### config.mk
export PLATFORM = sky130hd
export DESIGN_NAME = pci_parity_unit
export DESIGN_NICKNAME = d
export VERILOG_FILES = /design/src/rtl/pci_par_pkg.sv /design/src/rtl/par_calc.sv /design/src/rtl/par_tx_stage.sv /design/src/rtl/par_rx_stage.sv /design/src/rtl/par_report.sv /design/src/rtl/pci_parity_unit.sv
export SDC_FILE = /design/constraint.sdc
export NUM_CORES = 1
export LEC_CHECK = 0
export ABC_CLOCK_PERIOD_IN_PS = 1050
export BUFFER_PORTS_ARGS = -buffer_cell sky130_fd_sc_hd__buf_2
export CAP_MARGIN = 20
export CORE_MARGIN = 1
export CORE_UTILIZATION = 39
export DETAILED_ROUTE_END_ITERATION = 8
export GPL_TIMING_DRIVEN = 0
export PLACE_DENSITY = 0.79
export SYNTH_ARGS = -nofsm -noshare
export SYNTH_HDL_FRONTEND = slang
export SYNTH_HIERARCHICAL = 1
export SYNTH_SLANG_ARGS = --single-unit
### constraint.sdc
create_clock -name clk -period 1.05 [get_ports clk]
set_input_delay 0.21 -clock clk [delete_from_list [all_inputs] [get_ports clk]]
set_output_delay 0.21 -clock clk [all_outputs]
set_load 0.1 [all_outputs]
### src/rtl/pci_par_pkg.sv
package pci_par_pkg;

  typedef enum logic [1:0] {
    PH_IDLE = 2'd0,
    PH_ADDR = 2'd1,
    PH_DATA = 2'd2
  } phase_e;

  // Address flag takes priority when both flags are raised together.
  function automatic phase_e decode_phase(input logic is_addr, input logic is_data);
    if (is_addr)      return PH_ADDR;
    else if (is_data) return PH_DATA;
    else              return PH_IDLE;
  endfunction

endpackage

### src/rtl/par_calc.sv
module par_calc #(
  parameter int W = 36
) (
  input  logic [W-1:0] bus,
  output logic         par
);

  // Even parity: the bit that makes the total count of ones even.
  function automatic logic even_parity(input logic [W-1:0] v);
    logic acc;
    acc = 1'b0;
    for (int i = 0; i < W; i++) acc = acc ^ v[i];
    return acc;
  endfunction

  assign par = even_parity(bus);

endmodule

### src/rtl/par_tx_stage.sv
module par_tx_stage
  import pci_par_pkg::*;
(
  input  logic   clk,
  input  logic   rst_n,
  input  phase_e phase,
  input  logic   local_drive,
  input  logic   bus_par,
  output logic   par_out,
  output logic   par_oe,
  output logic   tx_evt
);

  assign tx_evt = (phase != PH_IDLE) && local_drive;

  always_ff @(posedge clk or negedge rst_n) begin
    if (!rst_n) begin
      par_out <= 1'b0;
      par_oe  <= 1'b0;
    end else begin
      par_oe <= tx_evt;
      if (tx_evt) par_out <= bus_par;
    end
  end

endmodule

### src/rtl/par_rx_stage.sv
module par_rx_stage
  import pci_par_pkg::*;
(
  input  logic   clk,
  input  logic   rst_n,
  input  phase_e phase,
  input  logic   local_drive,
  input  logic   bus_par,
  input  logic   par_in,
  output logic   chk_data_evt,
  output logic   data_err_evt,
  output logic   addr_err_evt
);

  phase_e held_kind;
  logic   held_par;
  logic   mismatch;

  always_ff @(posedge clk or negedge rst_n) begin
    if (!rst_n) begin
      held_kind <= PH_IDLE;
      held_par  <= 1'b0;
    end else begin
      held_kind <= local_drive ? PH_IDLE : phase;
      held_par  <= bus_par;
    end
  end

  assign mismatch     = held_par ^ par_in;
  assign chk_data_evt = (held_kind == PH_DATA);
  assign data_err_evt = chk_data_evt && mismatch;
  assign addr_err_evt = (held_kind == PH_ADDR) && mismatch;

endmodule

### src/rtl/par_report.sv
module par_report (
  input  logic       clk,
  input  logic       rst_n,
  input  logic       chk_data_evt,
  input  logic       data_err_evt,
  input  logic       addr_err_evt,
  input  logic       perr_resp_en,
  input  logic       serr_en,
  input  logic [1:0] clr_status,
  output logic       perr_n,
  output logic       perr_oe,
  output logic       serr_n,
  output logic       serr_oe,
  output logic       sts_data_err,
  output logic       sts_addr_err
);

  function automatic logic sticky_next(input logic cur, input logic set, input logic clr);
    return set | (cur & ~clr);
  endfunction

  always_ff @(posedge clk or negedge rst_n) begin
    if (!rst_n) begin
      perr_n       <= 1'b1;
      perr_oe      <= 1'b0;
      serr_n       <= 1'b1;
      serr_oe      <= 1'b0;
      sts_data_err <= 1'b0;
      sts_addr_err <= 1'b0;
    end else begin
      perr_oe      <= chk_data_evt && perr_resp_en;
      perr_n       <= !(data_err_evt && perr_resp_en);
      serr_oe      <= addr_err_evt && serr_en;
      serr_n       <= !(addr_err_evt && serr_en);
      sts_data_err <= sticky_next(sts_data_err, data_err_evt, clr_status[0]);
      sts_addr_err <= sticky_next(sts_addr_err, addr_err_evt, clr_status[1]);
    end
  end

endmodule

### src/rtl/pci_parity_unit.sv
module pci_parity_unit
  import pci_par_pkg::*;
#(
  parameter int AD_W  = 32,
  parameter int CBE_W = 4
) (
  input  logic             clk,
  input  logic             rst_n,
  input  logic [AD_W-1:0]  ad_in,
  input  logic [CBE_W-1:0] cbe_in,
  input  logic             par_in,
  input  logic             addr_phase,
  input  logic             data_phase,
  input  logic             local_drive,
  input  logic             perr_resp_en,
  input  logic             serr_en,
  input  logic [1:0]       clr_status,
  output logic             par_out,
  output logic             par_oe,
  output logic             perr_n,
  output logic             perr_oe,
  output logic             serr_n,
  output logic             serr_oe,
  output logic             sts_data_err,
  output logic             sts_addr_err
);

  localparam int BUS_W = AD_W + CBE_W;

  phase_e phase;
  logic   bus_par;
  logic   tx_evt;
  logic   chk_data_evt;
  logic   data_err_evt;
  logic   addr_err_evt;

  assign phase = decode_phase(addr_phase, data_phase);

  par_calc #(.W(BUS_W)) u_calc (
    .bus ({cbe_in, ad_in}),
    .par (bus_par)
  );

  par_tx_stage u_tx (
    .clk         (clk),
    .rst_n       (rst_n),
    .phase       (phase),
    .local_drive (local_drive),
    .bus_par     (bus_par),
    .par_out     (par_out),
    .par_oe      (par_oe),
    .tx_evt      (tx_evt)
  );

  par_rx_stage u_rx (
    .clk          (clk),
    .rst_n        (rst_n),
    .phase        (phase),
    .local_drive  (local_drive),
    .bus_par      (bus_par),
    .par_in       (par_in),
    .chk_data_evt (chk_data_evt),
    .data_err_evt (data_err_evt),
    .addr_err_evt (addr_err_evt)
  );

  par_report u_rep (
    .clk          (clk),
    .rst_n        (rst_n),
    .chk_data_evt (chk_data_evt),
    .data_err_evt (data_err_evt),
    .addr_err_evt (addr_err_evt),
    .perr_resp_en (perr_resp_en),
    .serr_en      (serr_en),
    .clr_status   (clr_status),
    .perr_n       (perr_n),
    .perr_oe      (perr_oe),
    .serr_n       (serr_n),
    .serr_oe      (serr_oe),
    .sts_data_err (sts_data_err),
    .sts_addr_err (sts_addr_err)
  );

endmodule

* Word-level counts from Yosys, hierarchy flattened
Cells that the tools add are included. Widths: inputs -> output; s select.
Storage, ports and cells: register bits 11, input port bits 46, output and inout bits 8, word-level logic and storage cells 66
Cells by class: eq/ne operators 2, mux-type cells 3, bitwise logic cells 42, reduce and logical (&&, ||, !) cells 9
Operator list (count):
- $xor 1x1->1 | 36
- $logic_and 1x1->1 | 6
- $mux 2 | 3
- $and 1x1->1 | 2
- $eq 2x1->1 const B | 1
- $eq 2x2->1 const B | 1
- $logic_not 1->1 | 2
- $not 1->1 | 2
- $or 1x1->1 | 2
- $reduce_bool 2->1 | 1

* Depth between registers and ports, before layout
depth in word-level cells 35, mapped depth 6

* By module
Netlist, hierarchy kept.
By module, submodules not included:
- par_calc | instances 1, cells an instance 34, area each 311.5 um2, sequential area each 0.0 um2
- par_report | instances 1, cells an instance 14, area each 192.7 um2, sequential area each 152.6 um2
- par_rx_stage | instances 1, cells an instance 9, area each 122.6 um2, sequential area each 75.1 um2
- par_tx_stage | instances 1, cells an instance 4, area each 72.6 um2, sequential area each 50.0 um2
- pci_parity_unit | instances 1, cells an instance 1, area each 13.8 um2, sequential area each 0.0 um2

* Worst setup path after synthesis
No wires, ideal clock.
path type in2reg, start input port ad_in[28], end register u_tx.par_out, library setup time 126 ps, arrival 1460 ps, data required time 924 ps, slack -536 ps, stages on the path 6, buffers on the path 0, cell sequence xor2_1 > xnor2_1 > xnor2_1 > xnor3_1 > xnor2_1 > mux2_4
Between the ends: cells in the longest elaborated chain, start to end 8
Ends and longest elaborated chain:
- start, declared | RTL line pci_parity_unit.sv:9 | input logic [AD_W-1:0] ad_in,
- $xor 1x1->1 (8 in series) | RTL line par_calc.sv:12 | for (int i = 0; i < W; i++) acc = acc ^ v[i];
- via bus_par | RTL line pci_parity_unit.sv:31 | logic bus_par;
- end signal, assigned | RTL line par_tx_stage.sv:22 | if (tx_evt) par_out <= bus_par;
- end, declared | RTL line par_tx_stage.sv:9 | output logic par_out,
The timed path passes the listed nets, and every way through them passes these cells. A chain may end at the register's enable or synchronous reset.

* Worst setup path after layout
Ends and elaborated chain as after synthesis.

==> metrics <==
delay-heaviest family, CP=XOR/XNOR gates; share of cells above drive strength 1=61.98%; CP most frequent cell=xnor2_1; Final Slew Violations=0; violated checks=negative setup slack; clock root buffer=clkbuf_4; Num CTS Buffers=3; Routed Antenna Nets=0; Setup Crit Path Kind=input pin to register; P&R area growth vs syn=79.12%; Total GRT Usage=15.96%; Diodes inserted=0; Mapped Area=713.2 um^2; Leak=0.6276 nW; largest family of logic cells by synthesized area=XOR/XNOR gates; Post-layout nets=168; Avg WL per Cell=9.870 um; Final Instance Count excl. Fillers=146; worst hold path type=input pin to register; clk_lat worst skew=260 ps; register bit total from synthesis=11; num ports=54; Hold Vio Cnt, Final=0; largest net degree at the start of global routing=12; number of global-route vias before repair=655; wl on met1=393 um; kind of end point of the critical path=register; worst path bufs/invs=1; initial antenna violation count=0; CTS tree=done; Placed Cells=140; Synth Area in XOR/XNOR=44.91%; Peak supply drop=1.122 mV; Syn. warnings=6; Netlist cell types=15; compound-gate portion of the synthesized area=3.158%; Power Total=2.082 mW; Max stage delay cell, worst path=xnor3_1; utilization after layout=73.99%; Critical Path Max Stage Delay=420 ps; setup tns final=-949.6 ps; most frequent cells in the layout=36 x buf_2, 24 x xnor2_1, 10 x buf_6; Slew @ Worst Pin=238.8 ps; Core Footprint=1727 um^2; clock sink total=11; post-route minimum period=1490 ps; Worst EP required=1190 ps; Die X=44.77 um; RSZ-0062 raised after global routing=true; footprint of the multi-input gates=484.2 um^2; final setup vio count=9; fin worst setup slack=-439.6 ps; synthesized-area fraction occupied by adder cells=0%; most common cell after layout, fill and taps aside=buf_2; first-pass GRT wire length=2.277 mm; hpwl dp=1.114 mm; die area=2004 um^2; Startpoint Class=input pin; post-synthesis sequential area ratio=38.95%; Max Cap Viol=0; clk buf depth=2; FMAX=671.3 MHz; Worst EP arrival=1630 ps; metal3 WL=104 um; post-synthesis mux area share=2.105%; Routed WL=1.441 mm; DR WL met2=925 um; Synth Area per Inst=11.50 um^2; Mapped Cells=62; Max FO, Critical Path=2; P per Cell Area=1630 nW/um^2; CTS clock-pin slew for the worst setup and hold paths=70 ps; Fillers=124; H-tree depth=1; Top Layer Used=met4; 1st-iter DRT viols=0; # port buffers=53; Slew HR=83.97%; post-synthesis net count=108; period utilization=141.9%; outcome=finished, violations left; Clock Skew=5.676 ps; via count=629; gpl congestion=0.6729; Hold WS=75.20 ps; Initial Util=41.30%; TritonRoute pass-1 iters=1; post-synthesis simple-gate area fraction=9.298%; GRT overflow=0; DRC=0; Via-to-Cell Ratio=4.308; Site Rows=15; DIE HEIGHT=44.77 um; Cell Chain, Critical Path=buf_6, xor2_2, xnor2_1, xnor2_1, xnor3_1, xnor2_1, mux2_4; Storage cell area=284.0 um^2
[state kept, by name, indices dropped and copies added, names as in the netlist]
signal,flops
u_tx/par_out,1
u_rep/sts_addr_err,1
u_rep/perr_n,1
u_rep/sts_data_err,1
u_rx/held_par,1
u_rep/serr_n,1
u_tx/par_oe,1
u_rx/held_kind,2
u_rep/perr_oe,1
u_rep/serr_oe,1
[final timing paths]
kind	startpoint	end	slack, ps	depth (start not counted)
worst min register to register	u_rep/sts_addr_err$_DFF_PN0_	u_rep/sts_addr_err$_DFF_PN0_	530	1
min in group asynchronous	rst_n	u_rx/held_kind[1]$_DFF_PN0_	360	2
worst max register to register	u_rx/held_par$_DFF_PN0_	u_rep/sts_data_err$_DFF_PN0_	100	3
worst min-delay path	perr_resp_en	u_rep/perr_n$_DFF_PN1_	80	2
worst max-delay path	ad_in[28]	u_tx/par_out$_DFFE_PN0P_	-440	7
max in group asynchronous	rst_n	u_rep/serr_n$_DFF_PN1_	440	2
[layer usage]
layer	up-vias	global-route usage (%)
met5	-	0
met4	0	8.485
met2	35	37.94
met3	2	1.600
li1	305	-
met1	287	10.66
[cell families after synthesis]
logic type	Yosys count
buf+inv	3
flops	11
simple gates	9
compound gates	3
xor+xnor	35
mux	1
[through the flow]
stage / setup WS (ps) / instance area, um^2
detailed placement: -716.0 / 1023
global placement: -686.8 / 1023
finish: -439.6 / 1277
global route: -491.2 / 1277
floorplan: -518.6 / 726.9
CTS: -407.8 / 1237
[synthesized netlist by cell type]
cell | number | area share [%]
a21o_1 | 2 | 2.1
and2_1 | 1 | 0.88
and2b_1 | 1 | 1.1
dfrtp_1 | 9 | 32
dfstp_2 | 2 | 7.4
inv_1 | 3 | 1.6
mux2_4 | 1 | 2.1
nand2_1 | 2 | 1.1
nor2b_1 | 3 | 2.6
nor2b_4 | 1 | 1.9
nor3b_2 | 1 | 1.8
o21a_1 | 1 | 1.1
xnor2_1 | 30 | 37
xnor3_1 | 1 | 3.2
xor2_1 | 4 | 4.9
[worst reg2reg max path, delay by kind of cell, from the launching register on]
| family | cells | cell delay (ps) |
|---|---|---|
| DFF | 1 | 370 |
| xor gates and xnor gates | 1 | 220 |
| AOI/OAI and AO/OA | 1 | 160 |
| and+or+nand+nor | 1 | 100 |
[repair_timing]
action / 4_1_cts / 5_1_grt
pin swaps: 10 / 1
hold buffers: 1 / 0
setup endpoints to repair: 10 / 10
endpoints found under the hold margin: 9 / 0
setup buffers: 1 / 0
resized for setup: 36 / 8
[power by group]
group	total, mW	internal (mW)	switching, mW
combinational	1.25	0.625	0.621
sequential	0.564	0.509	0.0551
clock	0.272	0.146	0.125
total	2.08	1.28	0.801
[final cells by class]
class | count | area share, %
Clock buffer | 4 | 2.057
Inverter | 3 | 0.8815
Multi-Input combinational cell | 48 | 37.90
Sequential cell | 11 | 22.23
Tap cell | 25 | 2.449
Timing Repair Buffer | 55 | 34.48
No activity file was read; power rests on OpenSTA's default activity.
